## src/rtl/edo_pkg.sv

```systemverilog
package edo_pkg;

   typedef enum logic [3:0] {
      ST_IDLE,
      ST_ROW,
      ST_RCD,
      ST_COL,
      ST_CAS,
      ST_CP,
      ST_CLOSE,
      ST_PRE,
      ST_REF
   } edo_st_e;

   function automatic int unsigned ns2cyc(input int unsigned ns, input int unsigned clk_ns);
      return (ns + clk_ns - 1) / clk_ns;
   endfunction

   function automatic int unsigned max2(input int unsigned a, input int unsigned b);
      return (a > b) ? a : b;
   endfunction

endpackage

```

## src/rtl/edo_tmr.sv

```systemverilog
module edo_tmr #(
   parameter int W = 4
) (
   input  logic         clk,
   input  logic         rst_n,
   input  logic         load,
   input  logic [W-1:0] val,
   output logic         done
);

   logic [W-1:0] cnt_q;

   always_ff @(posedge clk or negedge rst_n) begin
      if (!rst_n)              cnt_q <= '0;
      else if (load)           cnt_q <= val;
      else if (cnt_q != '0)    cnt_q <= cnt_q - 1'b1;
   end

   assign done = (cnt_q == '0);

endmodule

```

## src/rtl/edo_row_trk.sv

```systemverilog
module edo_row_trk #(
   parameter int ROW_W = 10
) (
   input  logic             clk,
   input  logic             rst_n,
   input  logic             open_set,
   input  logic             close,
   input  logic [ROW_W-1:0] row_in,
   input  logic [ROW_W-1:0] cmp_row,
   output logic             is_open,
   output logic             hit
);

   logic             open_q;
   logic [ROW_W-1:0] row_q;

   always_ff @(posedge clk or negedge rst_n) begin
      if (!rst_n) begin
         open_q <= 1'b0;
         row_q  <= '0;
      end else if (open_set) begin
         open_q <= 1'b1;
         row_q  <= row_in;
      end else if (close) begin
         open_q <= 1'b0;
      end
   end

   assign is_open = open_q;
   assign hit     = open_q && (cmp_row == row_q);

   // opening and closing never collide in one cycle
   p_set_clr_excl_r8: assert property (@(posedge clk) disable iff (!rst_n)
      !(open_set && close));

   // a row only opens from the closed state
   p_open_from_closed_r7: assert property (@(posedge clk) disable iff (!rst_n)
      open_set |-> !open_q);

endmodule

```

## src/rtl/edo_page_ctrl.sv

```systemverilog
module edo_page_ctrl
   import edo_pkg::*;
#(
   parameter int CLK_NS   = 10,
   parameter int T_RAS_NS = 60,
   parameter int T_RP_NS  = 40,
   parameter int T_RCD_NS = 45,
   parameter int T_CAS_NS = 15,
   parameter int T_CP_NS  = 10,
   parameter int ROW_W    = 10,
   parameter int COL_W    = 10,
   parameter int DATA_W   = 16
) (
   input  logic                     clk,
   input  logic                     rst_n,
   input  logic                     req_valid,
   output logic                     req_ready,
   input  logic                     req_write,
   input  logic [ROW_W+COL_W-1:0]   req_addr,
   input  logic [DATA_W/8-1:0]      req_be,
   input  logic [DATA_W-1:0]        req_wdata,
   output logic                     rsp_valid,
   output logic [DATA_W-1:0]        rsp_rdata,
   input  logic                     ref_req,
   output logic                     ref_gnt,
   output logic                     mem_row_stb_n,
   output logic [DATA_W/8-1:0]      mem_col_stb_n,
   output logic                     mem_wr_n,
   output logic                     mem_rd_en_n,
   output logic [((ROW_W>COL_W)?ROW_W:COL_W)-1:0] mem_ma,
   output logic [DATA_W-1:0]        mem_dq_out,
   output logic                     mem_dq_oe,
   input  logic [DATA_W-1:0]        mem_dq_in
);

   localparam int ADDR_W  = ROW_W + COL_W;
   localparam int MA_W    = (ROW_W > COL_W) ? ROW_W : COL_W;
   localparam int LANES   = DATA_W / 8;
   localparam int RAS_CYC = ns2cyc(T_RAS_NS, CLK_NS);
   localparam int RP_CYC  = ns2cyc(T_RP_NS, CLK_NS);
   localparam int RCD_CYC = ns2cyc(T_RCD_NS, CLK_NS);
   localparam int CAS_CYC = ns2cyc(T_CAS_NS, CLK_NS);
   localparam int CP_CYC  = ns2cyc(T_CP_NS, CLK_NS);
   localparam int MAXC    = max2(max2(RAS_CYC, RP_CYC), max2(max2(RCD_CYC, CAS_CYC), CP_CYC));
   localparam int TW      = $clog2(MAXC + 1);

   // elaboration-time parameter checks
   if (DATA_W % 8 != 0 || DATA_W < 8) begin : g_bad_width
      initial $fatal(1, "data width must be a whole number of bytes");
   end
   if (RAS_CYC < 1 || RP_CYC < 1 || RCD_CYC < 1 || CAS_CYC < 1 || CP_CYC < 1) begin : g_bad_timing
      initial $fatal(1, "every timing minimum must be at least one clock");
   end
   if (CLK_NS < 1) begin : g_bad_clk
      initial $fatal(1, "clock period must be positive");
   end

   edo_st_e st_q, st_d;

   logic             accept, is_open, hit, row_set, row_clr;
   logic             st_ld, st_done, ras_ld, ras_ok;
   logic [TW-1:0]    st_val;
   logic             wr_q, pend_q, cap;
   logic [ROW_W-1:0] row_q;
   logic [COL_W-1:0] col_q;
   logic [LANES-1:0] be_q;
   logic [DATA_W-1:0] wdata_q;
   logic             cur_wr;
   logic [LANES-1:0] cur_be;
   logic [ROW_W-1:0] cur_row;
   logic [COL_W-1:0] cur_col;
   logic [ROW_W-1:0] req_row;
   logic [COL_W-1:0] req_col;
   logic             we_n_q, oe_n_q, dq_oe_q, rsp_q;
   logic [MA_W-1:0]  ma_q;

   assign req_row = req_addr[ADDR_W-1:COL_W];
   assign req_col = req_addr[COL_W-1:0];

   edo_tmr #(.W(TW)) u_step (
      .clk(clk), .rst_n(rst_n), .load(st_ld), .val(st_val), .done(st_done)
   );

   edo_tmr #(.W(TW)) u_rasmin (
      .clk(clk), .rst_n(rst_n), .load(ras_ld), .val(TW'(RAS_CYC - 1)), .done(ras_ok)
   );

   edo_row_trk #(.ROW_W(ROW_W)) u_row (
      .clk(clk), .rst_n(rst_n), .open_set(row_set), .close(row_clr),
      .row_in(row_q), .cmp_row(req_row), .is_open(is_open), .hit(hit)
   );

   assign req_ready = (st_q == ST_IDLE) && !ref_req;
   assign ref_gnt   = (st_q == ST_REF);

   always_comb begin
      st_d    = st_q;
      accept  = 1'b0;
      st_ld   = 1'b0;
      st_val  = '0;
      row_set = 1'b0;
      row_clr = 1'b0;
      ras_ld  = 1'b0;
      unique case (st_q)
         ST_IDLE: begin
            if (ref_req) begin
               st_d = is_open ? ST_CLOSE : ST_REF;
            end else if (req_valid) begin
               accept = 1'b1;
               if (!is_open)  st_d = ST_ROW;
               else if (hit)  st_d = ST_COL;
               else           st_d = ST_CLOSE;
            end
         end
         ST_ROW: begin
            st_d    = ST_RCD;
            row_set = 1'b1;
            ras_ld  = 1'b1;
            st_ld   = 1'b1;
            st_val  = TW'(RCD_CYC - 1);
         end
         ST_RCD: if (st_done) st_d = ST_COL;
         ST_COL: begin
            st_d   = ST_CAS;
            st_ld  = 1'b1;
            st_val = TW'(CAS_CYC - 1);
         end
         ST_CAS: if (st_done) begin
            st_d   = ST_CP;
            st_ld  = 1'b1;
            st_val = TW'(CP_CYC - 1);
         end
         ST_CP: if (st_done) st_d = ST_IDLE;
         ST_CLOSE: if (ras_ok) begin
            st_d    = ST_PRE;
            row_clr = 1'b1;
            st_ld   = 1'b1;
            st_val  = TW'(RP_CYC - 1);
         end
         ST_PRE: if (st_done) st_d = pend_q ? ST_ROW : ST_IDLE;
         ST_REF: if (!ref_req) st_d = ST_IDLE;
         default: st_d = ST_IDLE;
      endcase
   end

   assign cur_wr  = accept ? req_write : wr_q;
   assign cur_be  = accept ? req_be    : be_q;
   assign cur_row = accept ? req_row   : row_q;
   assign cur_col = accept ? req_col   : col_q;
   assign cap     = (st_q == ST_CP) && st_done && !wr_q;

   always_ff @(posedge clk or negedge rst_n) begin
      if (!rst_n) begin
         st_q    <= ST_IDLE;
         wr_q    <= 1'b0;
         pend_q  <= 1'b0;
         row_q   <= '0;
         col_q   <= '0;
         be_q    <= '0;
         wdata_q <= '0;
      end else begin
         st_q <= st_d;
         if (accept) begin
            wr_q    <= req_write;
            pend_q  <= 1'b1;
            row_q   <= req_row;
            col_q   <= req_col;
            be_q    <= req_be;
            wdata_q <= req_wdata;
         end else if (st_q == ST_CP && st_done) begin
            pend_q  <= 1'b0;
         end
      end
   end

   // pin registers, each a function of the next state
   always_ff @(posedge clk or negedge rst_n) begin
      if (!rst_n) begin
         we_n_q  <= 1'b1;
         oe_n_q  <= 1'b1;
         dq_oe_q <= 1'b0;
         ma_q    <= '0;
         rsp_q   <= 1'b0;
      end else begin
         we_n_q  <= !((st_d == ST_COL || st_d == ST_CAS) && cur_wr);
         dq_oe_q <=  ((st_d == ST_COL || st_d == ST_CAS) && cur_wr);
         oe_n_q  <= !((st_d == ST_COL || st_d == ST_CAS || st_d == ST_CP) && !cur_wr);
         if (st_d == ST_ROW)      ma_q <= MA_W'(cur_row);
         else if (st_d == ST_COL) ma_q <= MA_W'(cur_col);
         rsp_q   <= cap;
      end
   end

   for (genvar i = 0; i < LANES; i++) begin : g_lane
      logic       cas_n_l;
      logic [7:0] rd_l;
      always_ff @(posedge clk or negedge rst_n) begin
         if (!rst_n) begin
            cas_n_l <= 1'b1;
            rd_l    <= '0;
         end else begin
            cas_n_l <= !(st_d == ST_CAS && cur_be[i]);
            if (cap) rd_l <= be_q[i] ? mem_dq_in[i*8 +: 8] : 8'h00;
         end
      end
      assign mem_col_stb_n[i]   = cas_n_l;
      assign rsp_rdata[i*8 +: 8] = rd_l;
   end

   assign mem_row_stb_n = !is_open;
   assign mem_wr_n      = we_n_q;
   assign mem_rd_en_n   = oe_n_q;
   assign mem_dq_oe     = dq_oe_q;
   assign mem_dq_out    = wdata_q;
   assign mem_ma        = ma_q;
   assign rsp_valid     = rsp_q;

   // bus drive and read enable never overlap
   p_bus_excl_r5: assert property (@(posedge clk) disable iff (!rst_n)
      mem_dq_oe |-> mem_rd_en_n);

   // a column strobe is only low inside an open row
   p_col_in_row_r10: assert property (@(posedge clk) disable iff (!rst_n)
      (mem_col_stb_n != '1) |-> !mem_row_stb_n);

   // the row strobe only rises after the minimum low time has run out
   p_ras_min_r9: assert property (@(posedge clk) disable iff (!rst_n)
      $rose(mem_row_stb_n) |-> $past(ras_ok));

   // a write column fall finds write strobe and bus drive already set
   p_early_we_r4: assert property (@(posedge clk) disable iff (!rst_n)
      ($past(mem_col_stb_n) == '1 && mem_col_stb_n != '1 && !mem_wr_n)
         |-> ($past(mem_wr_n) == 1'b0 && $past(mem_dq_oe) == 1'b1));

   // the granted pins are quiet
   p_gnt_quiet_r11: assert property (@(posedge clk) disable iff (!rst_n)
      ref_gnt |-> (mem_row_stb_n && mem_col_stb_n == '1 && !mem_dq_oe && !req_ready));

   // a read response lasts one cycle
   p_rsp_pulse_r6: assert property (@(posedge clk) disable iff (!rst_n)
      rsp_valid |=> !rsp_valid);

   // while ready, no column cycle is in flight
   p_ready_idle_r12: assert property (@(posedge clk) disable iff (!rst_n)
      req_ready |-> (mem_col_stb_n == '1 && mem_wr_n));

endmodule

```

## config.mk

```make
export PLATFORM = sky130hd
export DESIGN_NAME = edo_page_ctrl
export DESIGN_NICKNAME = d
export VERILOG_FILES = /design/src/rtl/edo_pkg.sv /design/src/rtl/edo_tmr.sv /design/src/rtl/edo_row_trk.sv /design/src/rtl/edo_page_ctrl.sv
export SDC_FILE = /design/constraint.sdc
export NUM_CORES = 1
export LEC_CHECK = 0
export ABC_AREA = 1
export CAP_MARGIN = 15
export CORE_MARGIN = 2
export CORE_UTILIZATION = 39
export CTS_CLUSTER_SIZE = 30
export DETAILED_ROUTE_END_ITERATION = 6
export PLACE_DENSITY = 0.63
export SLEW_MARGIN = 20
export SYNTH_ARGS = -nofsm -noshare
export SYNTH_HDL_FRONTEND = slang
export SYNTH_SLANG_ARGS = --single-unit
```

## constraint.sdc

```tcl
create_clock -name clk -period 3 [get_ports clk]
set_clock_uncertainty 0.15 [all_clocks]
set_input_delay 0.6 -clock clk [delete_from_list [all_inputs] [get_ports clk]]
set_output_delay 0.6 -clock clk [all_outputs]
set_load 0.01 [all_outputs]
```

==> flow_summary.yaml <==
status:
  status: "finished clean"
global_route:
  grtUsageTotal: 0.177
  antenna_found_initial: 0
  grt_max_degree: 53
  globalRouteOverflowTotal: 0
  grt_first_pass_wirelength_um: 15900
  grt_pass1_vias: 3285
worst_setup_path:
  cp_max_fo: 7
  cp_top_family: "buffers and inverters"
  worstPathRequired_ns: 2.25
  crit_cells: 6
  cp-endpoint: "req_ready"
  cp-start-kind: "flip-flop"
  r2r_start: "st_q[1]"
  crit_type: "reg -> out"
  endpoint_kind: "output port"
  cpMaxStageDelayCell: "clkdlybuf4s50_1"
  arrival_ns: 1.97
  critical_path.max_stage_delay_ns: 0.55
  r2r_end: "mem_ma[3]"
  reg2regPathDepth: 11
  rrSetupSlack_ns: 0.62
  critical_path.startpoint: "st_q[1]"
  path_cells: "nor2_2 > nand2_2 > nor2_4 > inv_2 > nor2_8 > clkdlybuf4s50_1"
  cp_num_buf_inv: 2
final_layout:
  fill_cells: 1006
  synthToLayoutAreaGrowth_pct: 33.3
  final_nets: 632
  final_util: 0.531
  drive_gt1_frac: 0.122
  num_antenna_cells: 0
die:
  die_x_um: 109
  initial_utilization: 0.398
  die_h_um: 109
  core_area_um2: 10700
  dieArea_um2: 11800
  row_count: 38
  io_pins: 110
detailed_routing:
  drt-wirelength-per-cell_um: 14.1
  firstDrtPassIters: 4
  post-route-drc-count: 0
  drt-total-wl_um: 10100
  final_antenna_net_count: 0
  dr_total_vias: 3373
  viasPerCell: 4.72
  drt_iter0_markers: 189
yosys:
  synth_top_family_by_area: "simple AND/OR/NAND/NOR gates"
  ys_warn_count: 0
  synth_most_common_cell: "dfrtp_1"
  synthCells: 459
  synthMuxAreaShare: 0.0623
  yosys-top-cells-count: "dfrtp_1 (89), nand2_1 (82), inv_1 (72)"
  synth_nets: 522
  synthAdderAreaFrac: 0.0117
  syn_area_per_cell_um2: 9.31
  async_reset_ff_frac: 1.00
  synth_top_area_cell: "dfrtp_1"
  yosysTopAreaCellShare: 0.521
  seq_area_frac_synth: 0.546
  ys_ff_latch: 93
  syn_area_um2: 4280
  synth.area.top_cells: "dfrtp_1 (52%), nand2_1 (7.2%), inv_1 (6.3%)"
  synthDistinctLibCells: 40
  ys.flop_type: "dfrtp_1"
  synth_xor_area_frac: 0.0123
  synth-edff-count: 0
  synth_compound_gate_area_share: 0.101
  yosys.area_share.simple: 0.174
sta:
  setup_tns_ns: 0
  tightest_slew_ns: 0.599
  report.final.setup_viol: 0
  drv_slew: 0
  final.min_clock_period_ns: 2.72
  rsz0062_at_grt: "false"
  hold_viol_final: 0
  fmax_mhz: 367
  slew_headroom: 0.599
  final.period_utilization: 0.907
run:
  max_cap_viol_count: 0
power_and_ir_drop:
  power.leakage_nw: 2.73
  p_per_area_nw_per_um2: 988
  vdd_ir_drop_max_v: 0.000400
min_path:
  hold_class: "in -> async"
cts:
  cts_resized: 0
  postCtsHoldBufs: 0
  clock_sinks: 93
  htree_levels: 3
  post-cts-setup-buffer-count: 0
  cts_tree: "done"
  cts_buffers: 9
  clockRootBuffer: "clkbuf_8"
  clk_pin_slew_ns: 0.09
  clock_path_buffers: 2
  clock_latency_ns: 0.36
placement:
  hpwl_um: 7360
  gp_congestion: 0.769
  io_buffers: 109
[layout by cell type, fill, tap and decap left out, types with 2 or more instances in the layout]
cell type | netlist | layout
o21bai_1 | 9 | 9
nor2_1 | 37 | 37
a21oi_2 | 5 | 5
nand2_1 | 82 | 81
mux2_1 | 7 | 7
ha_1 | 4 | 4
dfrtp_1 | 89 | 89
nand2_2 | 2 | 3
o21ai_0 | 30 | 30
xor2_1 | 2 | 2
nand3_1 | 35 | 35
buf_12 | 0 | 2
clkbuf_8 | 0 | 10
o21ai_1 | 15 | 15
a21oi_1 | 4 | 4
mux2_4 | 2 | 2
xnor2_1 | 4 | 4
nor2_4 | 2 | 2
inv_2 | 5 | 5
buf_4 | 3 | 7
clkdlybuf4s50_1 | 0 | 108
clkinvlp_4 | 0 | 2
mux2_2 | 14 | 14
clkinv_2 | 0 | 3
inv_1 | 72 | 72
dfstp_2 | 4 | 4
[power breakdown]
part | switching, W | internal [W] | total [W]
Clock | 0.000451 | 0.000321 | 0.000772
Sequential | 0.000331 | 0.00185 | 0.00218
Combinational | 0.00142 | 0.00126 | 0.00268
[cells by family after synthesis]
family,after synthesis
adder cells (fa/ha/maj),4
AND/OR/NAND/NOR,167
multiplexers,23
XOR/XNOR,6
flip-flops,93
AO/OA/AOI/OAI,71
buffers and inverters,95
[layer usage]
metal,up-vias,part of all wire,track usage
met2,71,0.49,0.287
met3,7,0.047,0.0430
met5,-,0,0
met1,1638,0.45,0.231
met4,0,0.011,0.0641
li1,1657,-,-
[metrics by stage]
step / setup slack [ns] / cells / cell area (µm²) / hold slack [ns] / power, W
CTS: 0.264 / 714 / 5700 / 0.0864 / 0.00570
finish: 0.278 / 714 / 5700 / 0.0740 / 0.00563
floorplan: 1.06 / 459 / 4280 / 0.154 / 0.00377
detailed placement: 0.256 / 698 / 5520 / 0.336 / 0.00490
global placement: 0.256 / 698 / 5520 / 0.324 / 0.00482
global route: 0.182 / 714 / 5700 / 0.112 / 0.00609
[worst min-delay path by stage]
stage / from / depth (start not counted) / slack (ns) / endpoint
final: rst_n / 1 / 0.07 / mem_dq_out[4]
after global routing: rst_n / 1 / 0.11 / mem_dq_out[6]
after CTS: rst_n / 1 / 0.09 / mem_dq_out[4]
after detailed placement: mem_dq_out[4] / 1 / 0.34 / mem_dq_out[4]
after global placement: mem_dq_out[6] / 1 / 0.32 / mem_dq_out[6]
after floorplan: rst_n / 0 / 0.15 / be_q[0]
[state kept, by name, indices dropped and copies added, names as in the netlist, 4 cells and up]
name / count
u_row.row_q: 10
mem_ma: 10
row_q: 10
mem_dq_out: 16
g_lane.rd_l: 16
col_q: 10
st_q: 4
[area by class of cell]
| class | count | area [µm²] | share of cell area |
|---|---|---|---|
| clock inverters | 6 | 38.8 | 0.00680 |
| well taps | 140 | 175 | 0.0307 |
| flip-flops and latches | 93 | 2330 | 0.409 |
| clock buffers | 10 | 138 | 0.0241 |
| repair buffers | 117 | 1170 | 0.206 |
| inverters | 77 | 289 | 0.0507 |
| multi-input cells | 271 | 1550 | 0.273 |
Power figures use the tool's default switching activity.
